===== config.mk =====
export PLATFORM = sky130hd
export DESIGN_NAME = kmode_guard
export DESIGN_NICKNAME = d
export VERILOG_FILES = /design/src/rtl/kmg_pkg.sv /design/src/rtl/kmg_decode.sv /design/src/rtl/kmg_fsm.sv /design/src/rtl/kmg_pulse.sv /design/src/rtl/kmode_guard.sv
export SDC_FILE = /design/constraint.sdc
export NUM_CORES = 1
export LEC_CHECK = 0
export BUFFER_PORTS_ARGS = -buffer_cell sky130_fd_sc_hd__clkbuf_2
export CAP_MARGIN = 30
export CORE_ASPECT_RATIO = 0.9
export CORE_MARGIN = 2
export CORE_UTILIZATION = 40
export CTS_CLUSTER_SIZE = 24
export DETAILED_ROUTE_END_ITERATION = 8
export PLACE_DENSITY = 0.84
export SLEW_MARGIN = 0
export SYNTH_ARGS = -nofsm -noshare
export SYNTH_HDL_FRONTEND = slang
export SYNTH_SLANG_ARGS = --single-unit
export TNS_END_PERCENT = 1

===== constraint.sdc =====
create_clock -name clk -period 2.5 [get_ports clk]
set_clock_uncertainty 0.15 [all_clocks]
set_input_delay 0.25 -clock clk [delete_from_list [all_inputs] [get_ports clk]]
set_output_delay 0.25 -clock clk [all_outputs]
set_load 0.01 [all_outputs]

===== src/rtl/kmg_pkg.sv =====
package kmg_pkg;

  // Tracking states of the monitor
  typedef enum logic [1:0] {
    ST_USER = 2'd0,  // plain user code
    ST_KERN = 2'd1,  // kernel code
    ST_SUSP = 2'd2,  // user handler, kernel return point held
    ST_NEST = 2'd3   // kernel re-entered from that handler
  } kstate_e;

  // Classification of one fetch address / overlay pair
  typedef struct packed {
    logic entry;   // exact legal entry point
    logic kspace;  // inside kernel program space
    logic uprot;   // touches protected program space
  } fetch_cls_t;

endpackage


===== src/rtl/kmg_decode.sv =====
module kmg_decode
  import kmg_pkg::*;
#(
  parameter int AW = 14,
  parameter int OW = 16,
  parameter logic [AW-1:0] KBASE   = 14'h2000,
  parameter logic [OW-1:0] KOVL_LO = 16'h000C,
  parameter logic [OW-1:0] KOVL_HI = 16'h000F,
  parameter logic [AW-1:0] DTOP    = 14'h17FF,
  parameter logic [OW-1:0] DOVL    = 16'h000F
) (
  input  logic [AW-1:0] fetch_addr,
  input  logic [OW-1:0] fetch_ovl,
  input  logic [AW-1:0] data_addr,
  input  logic [OW-1:0] data_ovl,
  input  logic [AW-1:0] irq_vec,
  input  logic [AW-1:0] rti_addr,
  input  logic [OW-1:0] rti_ovl,
  input  logic [AW-1:0] sav_addr,
  input  logic [OW-1:0] sav_ovl,
  output fetch_cls_t    fcls,
  output logic          d_prot,
  output logic          v_prot,
  output logic          rti_hit
);

  logic ovl_kern;

  always_comb begin
    ovl_kern    = (fetch_ovl >= KOVL_LO) && (fetch_ovl <= KOVL_HI);
    fcls.entry  = (fetch_addr == KBASE) && (fetch_ovl == KOVL_HI);
    fcls.kspace = (fetch_addr >= KBASE) && ovl_kern;
    fcls.uprot  = (fetch_addr > KBASE) || ovl_kern;
    d_prot      = (data_addr <= DTOP) || (data_ovl == DOVL);
    v_prot      = (irq_vec >= KBASE);
    rti_hit     = (rti_addr == sav_addr) && (rti_ovl == sav_ovl);
  end

endmodule


===== src/rtl/kmg_fsm.sv =====
module kmg_fsm
  import kmg_pkg::*;
#(
  parameter int AW = 14,
  parameter int OW = 16
) (
  input  logic          clk,
  input  logic          rst_n,
  input  logic          busy,
  input  logic          fetch_vld,
  input  logic          data_vld,
  input  logic          irq_vld,
  input  logic          rti_vld,
  input  fetch_cls_t    fcls,
  input  logic          d_prot,
  input  logic          v_prot,
  input  logic          rti_hit,
  input  logic [AW-1:0] irq_ret_addr,
  input  logic [OW-1:0] irq_ret_ovl,
  output kstate_e       state,
  output logic [AW-1:0] sav_addr,
  output logic [OW-1:0] sav_ovl,
  output logic          viol
);

  kstate_e st_nxt;
  logic    in_user;
  logic    do_save;
  logic    bad_fetch, bad_data, bad_irq, bad_rti;

  // Violation detection: every strobe is examined, whatever the others do
  always_comb begin
    in_user   = (state == ST_USER) || (state == ST_SUSP);
    bad_fetch = in_user && fetch_vld && fcls.uprot && !fcls.entry;
    bad_data  = in_user && data_vld && d_prot;
    bad_irq   = (state == ST_NEST) && irq_vld && !v_prot;
    bad_rti   = (state == ST_SUSP) && rti_vld && !rti_hit;
    viol      = !busy && (bad_fetch || bad_data || bad_irq || bad_rti);
  end

  // Legal transitions: interrupt, then return, then fetch
  always_comb begin
    st_nxt  = state;
    do_save = 1'b0;
    if (irq_vld) begin
      if ((state == ST_KERN) && !v_prot) begin
        st_nxt  = ST_SUSP;
        do_save = 1'b1;
      end
    end else if (rti_vld) begin
      if ((state == ST_SUSP) && rti_hit) st_nxt = ST_KERN;
    end else if (fetch_vld) begin
      unique case (state)
        ST_USER: if (fcls.entry)   st_nxt = ST_KERN;
        ST_SUSP: if (fcls.entry)   st_nxt = ST_NEST;
        ST_KERN: if (!fcls.kspace) st_nxt = ST_USER;
        ST_NEST: if (!fcls.kspace) st_nxt = ST_SUSP;
        default: st_nxt = ST_USER;
      endcase
    end
  end

  always_ff @(posedge clk or negedge rst_n) begin
    if (!rst_n) begin
      state    <= ST_USER;
      sav_addr <= '0;
      sav_ovl  <= '0;
    end else if (viol) begin
      state    <= ST_USER;
      sav_addr <= '0;
      sav_ovl  <= '0;
    end else if (!busy) begin
      state <= st_nxt;
      if (do_save) begin
        sav_addr <= irq_ret_addr;
        sav_ovl  <= irq_ret_ovl;
      end
    end
  end

endmodule


===== src/rtl/kmg_pulse.sv =====
module kmg_pulse #(
  parameter int RST_CYC = 4,
  localparam int CW = $clog2(RST_CYC + 1)
) (
  input  logic clk,
  input  logic rst_n,
  input  logic trig,
  output logic viol_rst,
  output logic erase_req
);

  logic [CW-1:0] cnt;

  always_ff @(posedge clk or negedge rst_n) begin
    if (!rst_n) begin
      cnt       <= '0;
      erase_req <= 1'b0;
    end else begin
      erase_req <= trig;
      if (trig)             cnt <= CW'(RST_CYC);
      else if (cnt != '0)   cnt <= cnt - CW'(1);
    end
  end

  assign viol_rst = (cnt != '0);

endmodule


===== src/rtl/kmode_guard.sv =====
module kmode_guard
  import kmg_pkg::*;
#(
  parameter int AW = 14,
  parameter int OW = 16,
  parameter int RST_CYC = 4,
  parameter logic [AW-1:0] KBASE   = 14'h2000,
  parameter logic [OW-1:0] KOVL_LO = 16'h000C,
  parameter logic [OW-1:0] KOVL_HI = 16'h000F,
  parameter logic [AW-1:0] DTOP    = 14'h17FF,
  parameter logic [OW-1:0] DOVL    = 16'h000F
) (
  input  logic          clk,
  input  logic          rst_n,
  input  logic          fetch_vld,
  input  logic [AW-1:0] fetch_addr,
  input  logic [OW-1:0] fetch_ovl,
  input  logic          data_vld,
  input  logic [AW-1:0] data_addr,
  input  logic [OW-1:0] data_ovl,
  input  logic          irq_vld,
  input  logic [AW-1:0] irq_vec,
  input  logic [AW-1:0] irq_ret_addr,
  input  logic [OW-1:0] irq_ret_ovl,
  input  logic          rti_vld,
  input  logic [AW-1:0] rti_addr,
  input  logic [OW-1:0] rti_ovl,
  output logic          kmode,
  output logic          nested,
  output logic          ksusp,
  output logic          viol_rst,
  output logic          erase_req
);

  fetch_cls_t    fcls;
  logic          d_prot, v_prot, rti_hit, viol;
  kstate_e       state;
  logic [AW-1:0] sav_addr;
  logic [OW-1:0] sav_ovl;

  kmg_decode #(
    .AW(AW), .OW(OW), .KBASE(KBASE), .KOVL_LO(KOVL_LO),
    .KOVL_HI(KOVL_HI), .DTOP(DTOP), .DOVL(DOVL)
  ) u_decode (
    .fetch_addr(fetch_addr), .fetch_ovl(fetch_ovl),
    .data_addr(data_addr),   .data_ovl(data_ovl),
    .irq_vec(irq_vec),       .rti_addr(rti_addr), .rti_ovl(rti_ovl),
    .sav_addr(sav_addr),     .sav_ovl(sav_ovl),
    .fcls(fcls), .d_prot(d_prot), .v_prot(v_prot), .rti_hit(rti_hit)
  );

  kmg_fsm #(.AW(AW), .OW(OW)) u_fsm (
    .clk(clk), .rst_n(rst_n), .busy(viol_rst),
    .fetch_vld(fetch_vld), .data_vld(data_vld),
    .irq_vld(irq_vld), .rti_vld(rti_vld),
    .fcls(fcls), .d_prot(d_prot), .v_prot(v_prot), .rti_hit(rti_hit),
    .irq_ret_addr(irq_ret_addr), .irq_ret_ovl(irq_ret_ovl),
    .state(state), .sav_addr(sav_addr), .sav_ovl(sav_ovl), .viol(viol)
  );

  kmg_pulse #(.RST_CYC(RST_CYC)) u_pulse (
    .clk(clk), .rst_n(rst_n), .trig(viol),
    .viol_rst(viol_rst), .erase_req(erase_req)
  );

  assign kmode  = (state == ST_KERN) || (state == ST_NEST);
  assign nested = (state == ST_NEST);
  assign ksusp  = (state == ST_SUSP) || (state == ST_NEST);

endmodule


**Yosys cells after proc, flatten, opt, wreduce, memory -nomap -nowiden**

Cells that the tools add are included.

- Register bits after elaboration: 36
- Output and inout bits: 5
- Word-level logic and storage cells: 84

- $add $sub $neg: 1
- Order comparisons: 6
- Eq/ne operators: 15
- Mux-type cells: 22
- Reductions and logical operators: 35

Operators by type and width:

| cell | count |
|---|---|
| $mux 16 | 3 |
| $mux 14 | 3 |
| $eq 16x4->1 const B | 2 |
| $ge 14x14->1 const B | 2 |
| $mux 2 | 11 |
| $eq 16x16->1 | 1 |
| $ge 16x4->1 const B | 1 |
| $le 16x4->1 const B | 1 |
| $logic_and 1x1->1 | 16 |
| $eq 14x14->1 | 1 |
| $eq 14x14->1 const B | 1 |
| $gt 14x14->1 const B | 1 |
| $le 14x13->1 const B | 1 |
| $ne 5x3->1 const B | 2 |
| $ne 5x4->1 const B | 2 |
| $logic_or 1x1->1 | 8 |
| $pmux 2 s4 | 1 |
| $reduce_and 8->1 | 1 |
| $mux 3 | 2 |
| $eq 2x2->1 const B | 2 |
| $logic_not 1->1 | 4 |
| $ne 4x2->1 const B | 1 |
| $reduce_bool 2->1 | 2 |
| $reduce_bool 4->1 | 1 |
| other kinds (8) | 9 |

**Depth between registers and ports, before layout**

Gate-level depths: netlist (run 1).

- Word-level depth: 11
- Depth in mapped cells: 8

**Hierarchy**

From an unflattened synthesis (run 1), not the netlist that was laid out.

- Cells, all modules: 225
- Area total of the unflattened synthesis: 2195.9 um^2

By module, submodules not included:

| module | times used | cells an instance | area an instance (um^2) | sequential area each (um^2) |
|---|---|---|---|---|
| kmg_fsm | 1 | 142 | 1510.2 | 800.8 |
| kmg_decode | 1 | 63 | 469.2 | 0.0 |
| kmg_pulse | 1 | 17 | 202.7 | 100.1 |
| kmode_guard | 1 | 3 | 13.8 | 0.0 |

**Worst setup path before layout (run 1)**

OpenSTA, ideal clock, no wires.

- Path type: input port to flip-flop
- Start: in fetch_addr[11]
- End: reg u_pulse.cnt[2]
- Data arrival time: 1.775 ns
- Required time: 2.224 ns
- Slack: 0.449 ns
- Stages on the path: 6
- Buffers on the path: 0
- Cell sequence: nor4b_2 nand4_1 or2_0 a211o_2 or2_4 a221o_1

- Longest elaborated chain between the ends: 9

Ends and longest elaborated chain:

| item | line | source |
|---|---|---|
| start: declaration | kmode_guard.sv:16 | `input logic [AW-1:0] fetch_addr,` |
| $gt 14x14->1 or $eq 14x14->1 (tied branches) | kmg_decode.sv:33, kmg_decode.sv:31 |  |
| $logic_or 1x1->1 or $logic_and 1x1->1 (tied branches) | kmg_decode.sv:33, kmg_decode.sv:31 |  |
| $logic_and 1x1->1 or $logic_not 1->1 (tied branches) | kmg_fsm.sv:34 | `bad_fetch = in_user && fetch_vld && fcls.uprot && !fcls.entry;` |
| $logic_and 1x1->1 (*) | kmg_fsm.sv:34 |  |
| $logic_or 1x1->1 (*) (3 in series) | kmg_fsm.sv:38 | `viol = !busy && (bad_fetch \|\| bad_data \|\| bad_irq \|\| bad_rti);` |
| $logic_and 1x1->1 (*) | kmg_fsm.sv:38 |  |
| $mux 3 or $reduce_bool 2->1 (tied branches) | -- |  |
| end signal: assignment | kmg_pulse.sv:20 | `if (trig) cnt <= CW'(RST_CYC);` |
| end signal: assignment | kmg_pulse.sv:21 | `else if (cnt != '0) cnt <= cnt - CW'(1);` |
| end: declaration | kmg_pulse.sv:12 | `logic [CW-1:0] cnt;` |

Mark *: on every way between the ends. The rest lies on a longest branch, timed or not.
A chain may end at the register's enable or synchronous reset.

**Worst setup path after layout (run 1)**

- Start: reg u_fsm.sav_ovl[5]
- End: reg u_pulse.cnt[2]

- Longest elaborated chain between the ends: 7

Ends and longest elaborated chain:

| item | line | source |
|---|---|---|
| start: declaration | kmg_fsm.sv:22 | `output logic [OW-1:0] sav_ovl,` |
| start signal: assignment | kmg_fsm.sv:76 | `sav_ovl <= irq_ret_ovl;` |
| $eq 16x16->1 (*) | kmg_decode.sv:36 | `rti_hit = (rti_addr == sav_addr) && (rti_ovl == sav_ovl);` |
| $logic_and 1x1->1 (*) | kmg_decode.sv:36 |  |
| $logic_not 1->1 (*) | kmg_fsm.sv:37 | `bad_rti = (state == ST_SUSP) && rti_vld && !rti_hit;` |
| $logic_and 1x1->1 (*) | kmg_fsm.sv:37 |  |
| $logic_or 1x1->1 (*) | kmg_fsm.sv:38 |  |
| $logic_and 1x1->1 (*) | kmg_fsm.sv:38 |  |
| $mux 3 or $reduce_bool 2->1 (tied branches) | -- |  |

Marks and branches as above.

==> flow_summary.ini, run 1 <==
[place]
globalplace.congestion = 0.826
dpl.hpwl_mm = 4.06
post-place-ws_ns = 0.158
port_buffers = 120

[routing]
drtIter0Drc = 52
drtAntennaViolNets = 0
drt-total-wl_mm = 5.11
vias_per_cell = 5.11
via_count = 1879
drcViolationCount = 0
dr.pass1.iters = 4
wl_per_cell_um = 13.9

[setup_path]
r2r_start = u_fsm.sav_ovl[5]$_DFFE_PN0P_
cp_max_fo = 5
crit-reg2reg-capture = u_pulse.cnt[2]$_DFFE_PN0P_
rrSetupSlack_ns = 0.18
criticalPathCategory = reg -> reg
required_ns = 2.52
start_kind = register
cp.arrival_ns = 2.34
r2r_cells = 6
worstSetupEndpointType = register

[clocking]
clock_path_buffers = 2
ctsHtreeMaxLevel = 2
root_buffer = clkbuf_8
cts_tree = done
clkTransAtPathRegs_ns = 0.07
cts_made_buffers = 5
cts_sinks = 36
cts_setup_buffers = 0
clk_latency_ns = 0.28

[final_layout]
diodes = 0
mostFrequentLayoutCell = clkbuf_2
fin_util = 0.576
areaGrowthSynthToFinish_pct = 39.6
nets = 444
layout_common_cells = clkbuf_2 (120), dfrtp_1 (36), xnor2_1 (30), a22o_1 (30), nand4_1 (9)
drive_gt1_frac = 0.455
nFillCells = 442

[logic_synthesis]
ys_ff_latch = 36
synth_edf_count = 0
synth_largest_area_cell = dfrtp_1
avgSynthCellArea_um2 = 11.0
syn_inst = 181
ys_warn_count = 0
synth.distinct_cells = 37
synth_fp_nets = 323
synthesis.area_mm2 = 0.00199
ys_dominant_reg_cell = dfrtp_1
yosys.area.top_type_share = 0.452
ys_seq_area_frac = 0.452
synthTopCellsByArea = dfrtp_1 (45%), a22o_1 (13%), xnor2_1 (13%), nand4_1 (2.8%), nor4_1 (1.9%)
async_flop_share = 1.00

[timing]
fin_ws_ns = 0.182
period_minus_slack_ns = 2.32
maxSlewHeadroom = 0.415
finalSetupViolations = 0
hold_slack_ns = 0.0302
worst_pin_slew_ns = 0.877
max_freq_mhz = 431
hold_violations = 0
slew_violations = 0
finalCritPeriodShare = 0.927
tns_ns = 0
rsz0062_at_grt = no

[die]
dieArea_mm2 = 0.00556
die_w_um = 78.4
ioPinCount = 145
fp.dieH_um = 71.0
start_util = 0.412
coreArea_mm2 = 0.00483
fp-row-count = 24

[power]
ir_drop_mv = 0.352
leakage_nw = 1.36
power.density_mw_per_mm2 = 559

[grt]
grtUsageTotal = 0.196
antenna_found_initial = 0
grt_pass1_wl_mm = 8.67
grt_pass1_vias = 1982
grt_max_degree = 37
grt_overflow = 0

[status]
outcome = finished clean

[run]
maxCapViolations = 0

[hold_path]
min_path_type = in -> reg
holdPathEnd = u_fsm.sav_ovl[15]$_DFFE_PN0P_
worstHoldStart = irq_ret_ovl[15]
hold_depth = 2
cells by family after synthesis:
| group | Yosys count | synth area share |
|---|---|---|
| flops | 36 | 0.452 |
| fa+ha+maj | 2 | 0.0126 |
| compound gates | 47 | 0.200 |
| simple gates | 50 | 0.159 |
| xor+xnor | 30 | 0.132 |
| buf+inv | 16 | 0.0452 |
stage by stage:
stage	total power [mW]	instances	cell area [µm²]
floorplan	0.895	181	1990
global placement	1.05	359	2670
detailed placement	1.07	359	2670
CTS	1.57	368	2780
global route	1.64	368	2780
finish	1.56	368	2780
synthesized netlist by cell type, types with 2 or more instances:
cell type and instances:
nand2_1 7, a22o_1 30, nor4_2 2, xnor2_1 30
inv_1 5, buf_6 3, nor2b_1 3, ha_1 2
o21ai_0 3, buf_2 3, a221o_1 2, and2_1 2
a21oi_1 4, nor3_1 3, dfrtp_1 36, nand4_1 9
nor4b_1 4, nor4_1 6, nand3_1 2, clkbuf_1 4
nor2_1 5
flip-flops by register name, indices dropped and copies added (netlist names):
name               flops
u_fsm.sav_addr        14
u_fsm.sav_ovl         16
u_fsm.state            2
u_pulse.cnt            3
u_pulse.erase_req      1
how the worst max path moves through the flow:
stage / cells after the start / start / to
finish: 6 / u_fsm.sav_ovl[5]$_DFFE_PN0P_ / u_pulse.cnt[2]$_DFFE_PN0P_
global route: 7 / u_fsm.sav_ovl[5]$_DFFE_PN0P_ / u_fsm.sav_ovl[7]$_DFFE_PN0P_
CTS: 7 / u_fsm.sav_ovl[5]$_DFFE_PN0P_ / u_fsm.sav_ovl[7]$_DFFE_PN0P_
detailed placement: 6 / u_fsm.sav_ovl[5]$_DFFE_PN0P_ / u_pulse.cnt[2]$_DFFE_PN0P_
global placement: 6 / u_fsm.sav_addr[1]$_DFFE_PN0P_ / u_pulse.cnt[2]$_DFFE_PN0P_
floorplan: 6 / fetch_addr[11] / u_pulse.cnt[2]$_DFFE_PN0P_
critical path: stages (launching register included):
cell and delay [ns]:
dfrtp_1 0.40, xnor2_1 0.18, nand4_1 0.17, nor4_1 0.45, a21oi_1 0.22, or2_4 0.30
a221o_1 0.34
final cells by class:
class                           count  area [µm²]  area share
Clock buffer                        6        72.6      0.0261
Clock inverter                      2        35.0      0.0126
Inverter                            5        18.8     0.00674
Multi-Input combinational cell    129        1010       0.362
Sequential cell                    36         901       0.324
Tap cell                           65        81.3      0.0292
Timing Repair Buffer              125         666       0.239
metal layers:
| layer | wire, µm | global-route usage |
|---|---|---|
| met5 | 0 | 0 |
| met3 | 326 | 0.0510 |
| met2 | 2430 | 0.328 |
| met4 | 61 | 0.0507 |
| met1 | 2300 | 0.257 |
timing repair:
item	in CTS	in global routing
hold endpoints to repair	36	0
resized for setup	0	0
hold buffers	1	0
power breakdown:
part           total, mW  internal, mW  switching (mW)
combinational      0.403         0.202           0.201
sequential         0.656         0.626          0.0305
clock              0.495         0.296           0.200
(Power assumes the default switching activity.)
==> run 2, diff against run 1 <==
--- a/config.mk
+++ b/config.mk
@@ -13,6 +13,7 @@
 export CTS_CLUSTER_SIZE = 24
 export DETAILED_ROUTE_END_ITERATION = 8
 export PLACE_DENSITY = 0.84
+export RECOVER_POWER = 25
 export SLEW_MARGIN = 0
 export SYNTH_ARGS = -nofsm -noshare
 export SYNTH_HDL_FRONTEND = slang
==> run 2 against run 1 <==
  * Sequential cell count did not move
  * Sequential share of layout area barely moved
  * Combinational power barely moved
  * Clock power barely moved
  * Count of clock-buffer cells in the layout did not move
  * Critical path type unchanged
  * Critical endpoint unchanged
==> flow_summary.ini, run 2 (same netlist as run 1, synthesis figures left out) <==
[status]
outcome = finished clean

[routing]
dr.pass1.iters = 4
drcViolationCount = 0
via_count = 1881
drtAntennaViolNets = 0
vias_per_cell = 5.11
drtIter0Drc = 47
wl_per_cell_um = 13.9
drt-total-wl_mm = 5.10

[die]
dieArea_mm2 = 0.00556
fp-row-count = 24
start_util = 0.412
ioPinCount = 145
fp.dieH_um = 71.0
coreArea_mm2 = 0.00483
die_w_um = 78.4

[power]
power.density_mw_per_mm2 = 559
pwr-share-clk = 0.319
pwr-share-seq = 0.422
p_total_mw = 1.55
swShare = 0.278
leakage_nw = 1.35
p_sw_uw = 431
p_int_mw = 1.12
comb_power_share = 0.258
ir_drop_mv = 0.352

[timing]
finalSetupViolations = 0
maxSlewHeadroom = 0.413
rsz0062_at_grt = no
max_freq_mhz = 432
tns_ns = 0
slew_violations = 0
hold_slack_ns = 0.0298
hold_violations = 0
finalCritPeriodShare = 0.927
period_minus_slack_ns = 2.32
fin_ws_ns = 0.183
worst_pin_slew_ns = 0.880

[clocking]
cts_made_buffers = 5
clock_path_buffers = 2
cts_resized = 0
ctsHtreeMaxLevel = 2
clk_latency_ns = 0.28
cts_sinks = 36
cts_tree = done
root_buffer = clkbuf_8
clkTransAtPathRegs_ns = 0.07

[grt]
grt_pass1_vias = 1982
grt_pass1_wl_mm = 8.67
grt_overflow = 0
grt_max_degree = 37
grtUsageTotal = 0.196
antenna_found_initial = 0

[hold_path]
worstHoldStart = irq_ret_ovl[12]
min_path_type = in -> reg

[setup_path]
start_kind = register
crit_path_start = u_fsm.sav_ovl[5]$_DFFE_PN0P_
required_ns = 2.52
criticalPathCategory = reg -> reg
r2r_start = u_fsm.sav_ovl[5]$_DFFE_PN0P_
cp_max_fo = 5
cp.arrival_ns = 2.34
worstSetupEndpointType = register

[run]
maxCapViolations = 0

[final_layout]
largest_reg_flops = 16
nFillCells = 442
areaGrowthSynthToFinish_pct = 39.4
regMostFlops = u_fsm.sav_ovl
nets = 444
multi_input_area_mm2 = 0.00101
regArea_um2 = 901
diodes = 0
mostFrequentLayoutCell = clkbuf_2
layout_common_cells = clkbuf_2 (117), dfrtp_1 (36), xnor2_1 (30), a22o_1 (30), nand4_1 (9)
drive_gt1_frac = 0.446
layoutNonFillerInstCount = 368
fin_util = 0.575
fin_area_mm2 = 0.00278
top_regs = u_fsm.sav_ovl: 16 flops, u_fsm.sav_addr: 14 flops, u_pulse.cnt: 3 flops

[place]
globalplace.congestion = 0.826
post-place-ws_ns = 0.158
port_buffers = 120
dpl.hpwl_mm = 4.06
post_dp_cell_area_mm2 = 0.00267
dp_cells = 359
-- run 2: cell counts in the layout (fill, tap and decap cells not counted) --
No cell type changed its count.
-- run 2: power groups by stage --
stage	logic, mW	clock network [mW]	registers, mW
after floorplan	0.238	0	0.656
after global placement	0.389	0	0.664
after detailed placement	0.405	0	0.665
after CTS	0.406	0.508	0.655
after global routing	0.447	0.535	0.660
final	0.401	0.496	0.656
-- run 2: repair_timing --
action | 4_1_cts | 5_1_grt
endpoints found under the hold margin | 36 | 0
hold buffers | 1 | 0
buffers inserted | 0 | 0
-- run 2: worst paths after layout --
path | end | slack, ns | cells after the start
max reg2reg | u_pulse.cnt[2]$_DFFE_PN0P_ | 0.18 | 6
max in group asynchronous | u_fsm.sav_addr[3]$_DFFE_PN0P_ | 1.17 | 2
min reg2reg | u_pulse.cnt[0]$_DFFE_PN0P_ | 0.34 | 1
min | u_fsm.sav_ovl[12]$_DFFE_PN0P_ | 0.03 | 2
max | u_pulse.cnt[2]$_DFFE_PN0P_ | 0.18 | 6
min in group asynchronous | u_fsm.sav_addr[12]$_DFFE_PN0P_ | 0.47 | 2
-- run 2: layout make-up --
| type | instances | area share |
|---|---|---|
| Clock buffer | 6 | 0.0261 |
| Clock inverter | 2 | 0.0126 |
| Inverter | 5 | 0.00675 |
| Multi-Input combinational cell | 129 | 0.363 |
| Sequential cell | 36 | 0.324 |
| Tap cell | 65 | 0.0293 |
| Timing Repair Buffer | 125 | 0.238 |
-- run 2: metal layers --
layer,global-route usage,part of all wire,vias up
li1,-,-,927
met1,0.257,0.44,872
met2,0.328,0.48,73
met3,0.0510,0.069,9
met4,0.0507,0.011,0
met5,0,0,-
-- run 2: worst max-delay path, cell delays in order, from the launching register on --
cell and delay (ns):
dfrtp_1 0.40, xnor2_1 0.18, nand4_1 0.17, nor4_1 0.45
a21oi_1 0.22, or2_4 0.30, a221o_1 0.34
